`src/rtl/sl_pkg.sv`:
```
package sl_pkg;
   localparam logic [2:0] OFS_RCSR = 3'd0;
   localparam logic [2:0] OFS_RBUF = 3'd2;
   localparam logic [2:0] OFS_XCSR = 3'd4;
   localparam logic [2:0] OFS_XBUF = 3'd6;

   localparam int PAR_NONE = 0;
   localparam int PAR_EVEN = 1;
   localparam int PAR_ODD  = 2;

   typedef enum logic [1:0] {RX_IDLE, RX_START, RX_DATA, RX_STOP} rx_state_e;
endpackage

```
`src/rtl/sl_rx.sv`:
```
module sl_rx
   import sl_pkg::*;
#(
   parameter int DATA_BITS = 8,
   parameter int PARITY    = PAR_NONE,
   parameter int DIV_W     = 5
) (
   input  logic                 clk,
   input  logic                 rst_n,
   input  logic                 line,
   input  logic [DIV_W-1:0]     div,
   output logic                 start_ok,
   output logic                 complete,
   output logic                 stop_bit,
   output logic [DATA_BITS-1:0] data,
   output logic                 par_err
);
   localparam int HAS_PAR = (PARITY != PAR_NONE) ? 1 : 0;
   localparam int NB      = DATA_BITS + HAS_PAR;
   localparam int NB_W    = $clog2(NB + 1);

   rx_state_e        st;
   logic [DIV_W-1:0] cnt;
   logic [NB-1:0]    sh;
   logic [NB_W-1:0]  nb;

   always_ff @(posedge clk or negedge rst_n) begin
      if (!rst_n) begin
         st  <= RX_IDLE;
         cnt <= '0;
         sh  <= '0;
         nb  <= '0;
      end else begin
         case (st)
            RX_IDLE: if (!line) begin
               st  <= RX_START;
               cnt <= (div >> 1) - 1'b1;
            end
            RX_START: if (cnt == '0) begin
               if (!line) begin
                  st  <= RX_DATA;
                  cnt <= div - 1'b1;
                  nb  <= '0;
               end else begin
                  st <= RX_IDLE;
               end
            end else cnt <= cnt - 1'b1;
            RX_DATA: if (cnt == '0) begin
               sh  <= {line, sh[NB-1:1]};
               cnt <= div - 1'b1;
               if (nb == NB_W'(NB - 1)) st <= RX_STOP;
               else nb <= nb + 1'b1;
            end else cnt <= cnt - 1'b1;
            default: if (cnt == '0) st <= RX_IDLE;
               else cnt <= cnt - 1'b1;
         endcase
      end
   end

   assign start_ok = (st == RX_START) && (cnt == '0) && !line;
   assign complete = (st == RX_STOP) && (cnt == '0);
   assign stop_bit = line;
   assign data     = sh[DATA_BITS-1:0];

   generate
      if (HAS_PAR != 0) begin : g_par
         assign par_err = (^sh) != (PARITY == PAR_ODD);
      end else begin : g_nopar
         assign par_err = 1'b0;
      end
   endgenerate

   // the stop phase is only ever entered from the data phase
   assert_stop_after_data_R3: assert property (@(posedge clk) disable iff (!rst_n)
      (st == RX_STOP && $past(st) != RX_STOP) |-> $past(st) == RX_DATA);
endmodule

```
`src/rtl/sl_tx.sv`:
```
module sl_tx
   import sl_pkg::*;
#(
   parameter int DATA_BITS = 8,
   parameter int PARITY    = PAR_NONE,
   parameter int DIV_W     = 5
) (
   input  logic                 clk,
   input  logic                 rst_n,
   input  logic [DIV_W-1:0]     div,
   input  logic                 load,
   input  logic [DATA_BITS-1:0] wdata,
   input  logic                 brk,
   output logic                 ready,
   output logic                 line
);
   localparam int HAS_PAR = (PARITY != PAR_NONE) ? 1 : 0;
   localparam int FL      = DATA_BITS + HAS_PAR + 2;
   localparam int FL_W    = $clog2(FL);

   logic [DATA_BITS-1:0] hold;
   logic                 hold_full;
   logic                 busy;
   logic [FL-1:0]        sh;
   logic [FL-1:0]        frame;
   logic [DIV_W-1:0]     cnt;
   logic [FL_W-1:0]      left;

   generate
      if (HAS_PAR != 0) begin : g_par
         logic pbit;
         assign pbit  = (^hold) ^ (PARITY == PAR_ODD);
         assign frame = {1'b1, pbit, hold, 1'b0};
      end else begin : g_nopar
         assign frame = {1'b1, hold, 1'b0};
      end
   endgenerate

   always_ff @(posedge clk or negedge rst_n) begin
      if (!rst_n) begin
         hold      <= '0;
         hold_full <= 1'b0;
         busy      <= 1'b0;
         sh        <= '1;
         cnt       <= '0;
         left      <= '0;
      end else begin
         if (!busy && hold_full) begin
            sh        <= frame;
            busy      <= 1'b1;
            cnt       <= div - 1'b1;
            left      <= FL_W'(FL - 1);
            hold_full <= 1'b0;
         end else if (busy) begin
            if (cnt == '0) begin
               if (left == '0) busy <= 1'b0;
               else begin
                  sh   <= {1'b1, sh[FL-1:1]};
                  left <= left - 1'b1;
                  cnt  <= div - 1'b1;
               end
            end else cnt <= cnt - 1'b1;
         end
         if (load) begin
            hold      <= wdata;
            hold_full <= 1'b1;
         end
      end
   end

   assign ready = !hold_full;
   assign line  = brk ? 1'b0 : (busy ? sh[0] : 1'b1);

   // emptying the holding register always hands the character to the shifter
   assert_hold_to_shift_R6: assert property (@(posedge clk) disable iff (!rst_n)
      ($fell(hold_full) && !$past(load)) |-> busy);
endmodule

```
`src/rtl/sl_line_regs.sv`:
```
module sl_line_regs
   import sl_pkg::*;
#(
   parameter int DATA_BITS = 8,
   parameter int PARITY    = PAR_NONE,
   parameter int RX_DIV    = 16,
   parameter int TX_DIV    = 16
) (
   input  logic        clk,
   input  logic        rst_n,
   input  logic [2:0]  addr,
   input  logic        wr_en,
   input  logic        rd_en,
   input  logic [15:0] wdata,
   output logic [15:0] rdata,
   input  logic        rxd,
   output logic        txd,
   input  logic        ring,
   input  logic        car_det,
   input  logic        cts,
   input  logic        sec_rx,
   output logic        dtr,
   output logic        rts,
   output logic        sec_tx,
   output logic        rdr_run,
   output logic        rx_irq,
   output logic        tx_irq
);
   localparam int DIV_MAX = (RX_DIV > TX_DIV) ? RX_DIV : TX_DIV;
   localparam int DIV_W   = $clog2(DIV_MAX + 1);

   initial begin : elab_checks
      assert (DATA_BITS >= 5 && DATA_BITS <= 8) else $error("DATA_BITS out of 5..8");
      assert (PARITY >= PAR_NONE && PARITY <= PAR_ODD) else $error("PARITY must be 0..2");
      assert (RX_DIV >= 4 && TX_DIV >= 4) else $error("bit dividers must be >= 4");
   end

   logic rie, mie, sec_q, rts_q, dtr_q, rdr_q;
   logic done, mflag, oe, fe, pe;
   logic [DATA_BITS-1:0] rchar;
   logic tie, maint, brk;
   logic [3:0] mod_q, mod_now;

   logic                 wr_rcsr, wr_xcsr, wr_xbuf, rd_rcsr, rd_rbuf;
   logic                 tx_line, tx_ready, rx_line;
   logic [DIV_W-1:0]     rx_div;
   logic                 rx_start_ok, rx_complete, rx_stop, rx_pe;
   logic [DATA_BITS-1:0] rx_data;
   logic [7:0]           char8;

   assign wr_rcsr = wr_en && (addr == OFS_RCSR);
   assign wr_xcsr = wr_en && (addr == OFS_XCSR);
   assign wr_xbuf = wr_en && (addr == OFS_XBUF);
   assign rd_rcsr = rd_en && (addr == OFS_RCSR);
   assign rd_rbuf = rd_en && (addr == OFS_RBUF);

   assign mod_now = {ring, cts, car_det, sec_rx};
   assign rx_line = maint ? tx_line : rxd;
   assign rx_div  = maint ? DIV_W'(TX_DIV) : DIV_W'(RX_DIV);

   sl_rx #(.DATA_BITS(DATA_BITS), .PARITY(PARITY), .DIV_W(DIV_W)) u_rx (
      .clk(clk), .rst_n(rst_n), .line(rx_line), .div(rx_div),
      .start_ok(rx_start_ok), .complete(rx_complete), .stop_bit(rx_stop),
      .data(rx_data), .par_err(rx_pe));

   sl_tx #(.DATA_BITS(DATA_BITS), .PARITY(PARITY), .DIV_W(DIV_W)) u_tx (
      .clk(clk), .rst_n(rst_n), .div(DIV_W'(TX_DIV)), .load(wr_xbuf),
      .wdata(wdata[DATA_BITS-1:0]), .brk(brk), .ready(tx_ready), .line(tx_line));

   always_ff @(posedge clk or negedge rst_n) begin
      if (!rst_n) begin
         {rie, mie, sec_q, rts_q, dtr_q, rdr_q} <= '0;
         {done, mflag, oe, fe, pe}              <= '0;
         rchar <= '0;
         {tie, maint, brk} <= '0;
         mod_q <= '0;
      end else begin
         mod_q <= mod_now;
         if (wr_rcsr) begin
            rie   <= wdata[6];
            mie   <= wdata[5];
            sec_q <= wdata[3];
            rts_q <= wdata[2];
            dtr_q <= wdata[1];
            rdr_q <= wdata[0];
         end else if (rx_start_ok) begin
            rdr_q <= 1'b0;
         end
         if (wr_xcsr) begin
            tie   <= wdata[6];
            maint <= wdata[2];
            brk   <= wdata[0];
         end
         if (rd_rbuf || (wr_rcsr && wdata[0])) done <= 1'b0;
         if (rx_complete) begin
            done  <= 1'b1;
            oe    <= done;
            fe    <= !rx_stop;
            pe    <= rx_pe;
            rchar <= rx_data;
         end
         if (mod_now != mod_q) mflag <= 1'b1;
         else if (rd_rcsr)     mflag <= 1'b0;
      end
   end

   assign char8 = 8'(rchar);

   always_comb begin
      case (addr)
         OFS_RCSR: rdata = {mflag, ring, cts, car_det, 1'b0, sec_rx, 2'b00,
                            done, rie, mie, 1'b0, sec_q, rts_q, dtr_q, rdr_q};
         OFS_RBUF: rdata = {oe | fe | pe, oe, fe, pe, 4'b0000, char8};
         OFS_XCSR: rdata = {8'h00, tx_ready, tie, 3'b000, maint, 1'b0, brk};
         default:  rdata = 16'h0000;
      endcase
   end

   assign txd     = maint ? 1'b1 : tx_line;
   assign dtr     = dtr_q;
   assign rts     = rts_q;
   assign sec_tx  = sec_q;
   assign rdr_run = rdr_q;
   assign rx_irq  = (done && rie) || (mflag && mie);
   assign tx_irq  = tx_ready && tie;

   // a data write empties the ready flag on the following cycle
   assert_ready_drop_R6: assert property (@(posedge clk) disable iff (!rst_n)
      wr_xbuf |=> !tx_ready);
   // reading the character clears done unless a new one lands
   assert_done_clear_R3: assert property (@(posedge clk) disable iff (!rst_n)
      (rd_rbuf && !rx_complete) |=> !done);
   // a confirmed start bit ends the reader-run request
   assert_rdr_clear_R5: assert property (@(posedge clk) disable iff (!rst_n)
      (rx_start_ok && !wr_rcsr) |=> !rdr_run);
   // any modem status change raises the flag
   assert_mflag_set_R9: assert property (@(posedge clk) disable iff (!rst_n)
      (mod_now != mod_q) |=> mflag);
endmodule

```
`config.mk`:
```
export PLATFORM = sky130hd
export DESIGN_NAME = sl_line_regs
export DESIGN_NICKNAME = d
export VERILOG_FILES = /design/src/rtl/sl_pkg.sv /design/src/rtl/sl_rx.sv /design/src/rtl/sl_tx.sv /design/src/rtl/sl_line_regs.sv
export SDC_FILE = /design/constraint.sdc
export NUM_CORES = 1
export LEC_CHECK = 0
export CAP_MARGIN = 20
export CORE_ASPECT_RATIO = 0.8
export CORE_MARGIN = 5
export CORE_UTILIZATION = 45
export DETAILED_ROUTE_END_ITERATION = 10
export HOLD_SLACK_MARGIN = 0.03
export PLACE_DENSITY = 0.63
export SLEW_MARGIN = 20
export SYNTH_ARGS = -nofsm -noshare
export SYNTH_HDL_FRONTEND = slang
export SYNTH_HIERARCHICAL = 1
export SYNTH_SLANG_ARGS = --single-unit
export TNS_END_PERCENT = 100
```
`constraint.sdc`:
```
create_clock -name clk -period 2.8 [get_ports clk]
set_input_delay 0.56 -clock clk [delete_from_list [all_inputs] [get_ports clk]]
set_output_delay 0.56 -clock clk [all_outputs]
set_load 0.01 [all_outputs]
```
==> results_dict.tcl <==
set metrics [dict create \
    antennaDiodeCount 0 \
    std_cell_rows 30 \
    gr-usage-all-layers 0.162 \
    n_fill_cell 770 \
    grt_start_max_net_pins 74 \
    yosysTopAreaCell "dfrtp_1" \
    die_x_microns 115 \
    initial_core_util 0.466 \
    ys_top_cells_by_count "dfrtp_1, mux2_2, nand2_1" \
    relSlewSlack 0.417 \
    grt_pass1_vias 2821 \
    dp_slack_ns -0.0150 \
    crit_path_end_kind "primary output" \
    worst_slew_pin_slew_ns 0.873 \
    crit_fanout 5 \
    reg2reg_from "u_tx/cnt[0]" \
    synth_warnings 6 \
    cts_buffers 9 \
    detail_route.iter0.violations 112 \
    vias 2888 \
    cts-hold-fix-buffers 0 \
    rsz0062_at_grt "no" \
    synth-edff-count 0 \
    nets 505 \
    clock_sinks 73 \
    area_growth_pct 20.7 \
    min_period_over_period 0.977 \
    via_per_inst 4.99 \
    yosysSeqAreaShare 0.461 \
    avgSynthCellArea_sq_um 10.3 \
    cap_violations 0 \
    yosys-top-cells-area "dfrtp_1, mux2_2, dfstp_2, ha_1, mux2i_1" \
    power.total_mw 3.87 \
    vdd_drop_max_uv 605 \
    max_freq_mhz 365 \
    io_pins 51 \
    clkLatencyLatePin_ns 0.35 \
    timing.final.ws_setup_ns 0.0632 \
    place_area_sq_um 4620 \
    netlist.area_leader.share 0.401 \
    synth_most_common_cell "dfrtp_1" \
    overflow 0 \
    dp_hpwl_microns 6080 \
    finalSetupViolCount 0 \
    timing.hold.ws_ns 0.228 \
    final_area_sq_um 4820 \
    clockRootBuffer "clkbuf_8" \
    antenna_found_initial 0 \
    synth.distinct_cells 51 \
    clock_path_buffers 2 \
    worstSetupPathType "primary input to primary output" \
    rr_endpoint "u_tx/left[1]" \
    drt_wl_total_microns 8220 \
    wire_per_inst_microns 14.2 \
    core_sq_um 8560 \
    period_needed_ns 2.74 \
    cp_data_arrival_time_ns 2.18 \
    firstDrtPassIters 4 \
    cp-start-kind "primary input" \
    grt_pass1_wl_microns 13800 \
    async_reset_ff_frac 1.00 \
    cts_tree "yes" \
    p_leak_nw 2.25 \
    portBuffers 39 \
    powerDensity_nw_per_um2 803 \
    cts_max_level 3 \
    hold_viol_final 0 \
    finalSetupTns_ns 0 \
    ant_nets 0 \
    hp-class "primary input to asynchronous set/reset pin" \
    ys_ff_latch 73 \
    required_ns 2.24 \
    drc 0 \
    syn-cell-area_sq_um 3990 \
    drive_above_1_share 0.182 \
    drv_slew 0 \
    synthFlopType "dfrtp_1" \
    seq_area_sq_um 1840 \
    die_y_microns 94.2 \
    gp_congestion 0.840 \
    status "finished, final reports clean" \
    regToRegSetupSlack_ns 0.51 \
    synthCells 386 \
    fin_worst_skew_ns 0.00686 \
    multi_input_area_sq_um 2060 \
    reg2regPathDepth 6 \
    clk_pin_slew_ns 0.07 \
    dieArea_sq_um 10900 \
]
==> repair_timing <==
item                                   4_1_cts  5_1_grt
resized for setup                            3        4
setup endpoints to repair                    3        4
endpoints found under the hold margin        0        0
buffers inserted                             0        0
pin swaps                                    0        0
==> how the worst max path moves through the flow <==
stage / start / slack (ns) / to / cells after the start
after floorplan: u_rx/cnt[0] / 0.78 / char8[3] / 6
after global placement: addr[1] / -0.02 / rdata[2] / 6
after detailed placement: addr[1] / -0.01 / rdata[7] / 7
after CTS: addr[1] / 0.03 / rdata[10] / 6
after global routing: addr[2] / 0.01 / rdata[3] / 5
final: addr[2] / 0.06 / rdata[1] / 5
==> per-stage QoR <==
step / util / std cells
2_1_floorplan: - / 417
3_3_place_gp: 0.540 / 563
3_5_place_dp: 0.540 / 563
4_1_cts: 0.562 / 579
5_1_grt: 0.563 / 579
6_report: 0.563 / 579
==> cell families (layout without fill, tap and decap cells) <==
| logic type | after synthesis | after routing | synth area share |
|---|---|---|---|
| AO/OA/AOI/OAI | 62 | 62 | 0.0915 |
| XOR/XNOR | 16 | 16 | 0.0351 |
| adder cells (fa/ha/maj) | 15 | 15 | 0.0470 |
| buffers and inverters | 39 | 89 | 0.0524 |
| flip-flops | 73 | 73 | 0.461 |
| multiplexers | 51 | 51 | 0.139 |
| other | 3 | 34 | 0.00282 |
| AND/OR/NAND/NOR | 127 | 127 | 0.171 |
==> state kept, by name, indices dropped and copies added, names as in the netlist, 2 cells and up <==
| register | cells |
|---|---|
| u_tx/hold | 8 |
| u_rx/data | 8 |
| u_tx/cnt | 5 |
| char8 | 8 |
| u_rx/cnt | 5 |
| u_tx/sh | 9 |
| u_tx/left | 4 |
| mod_q | 4 |
| u_rx/st | 2 |
| u_rx/nb | 4 |
==> report_power, final <==
group | switching, mW | total [mW] | leakage (nW) | internal (mW)
Combinational | 0.706 | 1.38 | 1.26 | 0.677
Sequential | 0.272 | 1.69 | 0.889 | 1.42
Clock | 0.366 | 0.800 | 0.0974 | 0.434
==> critical path, stage by stage <==
cell	delay [ns]
clkdlybuf4s50_1	0.46
or2_2	0.37
buf_12	0.15
nor2_1	0.09
clkdlybuf4s50_1	0.55
==> cells in the final DEF (no fill, tap or decap), drive strengths merged, types with 15 or more instances in the layout <==
cell / netlist / routed
inv: 22 / 22
conb: 3 / 34
nand2: 37 / 37
mux2: 37 / 37
dfrtp: 64 / 64
ha: 15 / 15
o21ai: 17 / 17
a21oi: 23 / 23
clkdlybuf4s50: 0 / 31
nor2: 30 / 30
==> metal layers <==
metal | vias up | part of all wire | global-route usage
li1 | 1453 | - | -
met1 | 1366 | 0.50 | 0.229
met2 | 57 | 0.43 | 0.241
met3 | 12 | 0.053 | 0.0438
met4 | 0 | 0.013 | 0.0508
met5 | - | 0 | 0
==> final cells by class <==
| cell class | count | share of cell area |
|---|---|---|
| clock buffer | 13 | 0.0309 |
| clock inverter | 3 | 0.00831 |
| inverter | 22 | 0.0171 |
| multi-input combinational | 305 | 0.428 |
| sequential | 73 | 0.382 |
| tap | 112 | 0.0291 |
| timing repair buffer | 51 | 0.105 |
No activity file was read; power rests on OpenSTA's default activity.
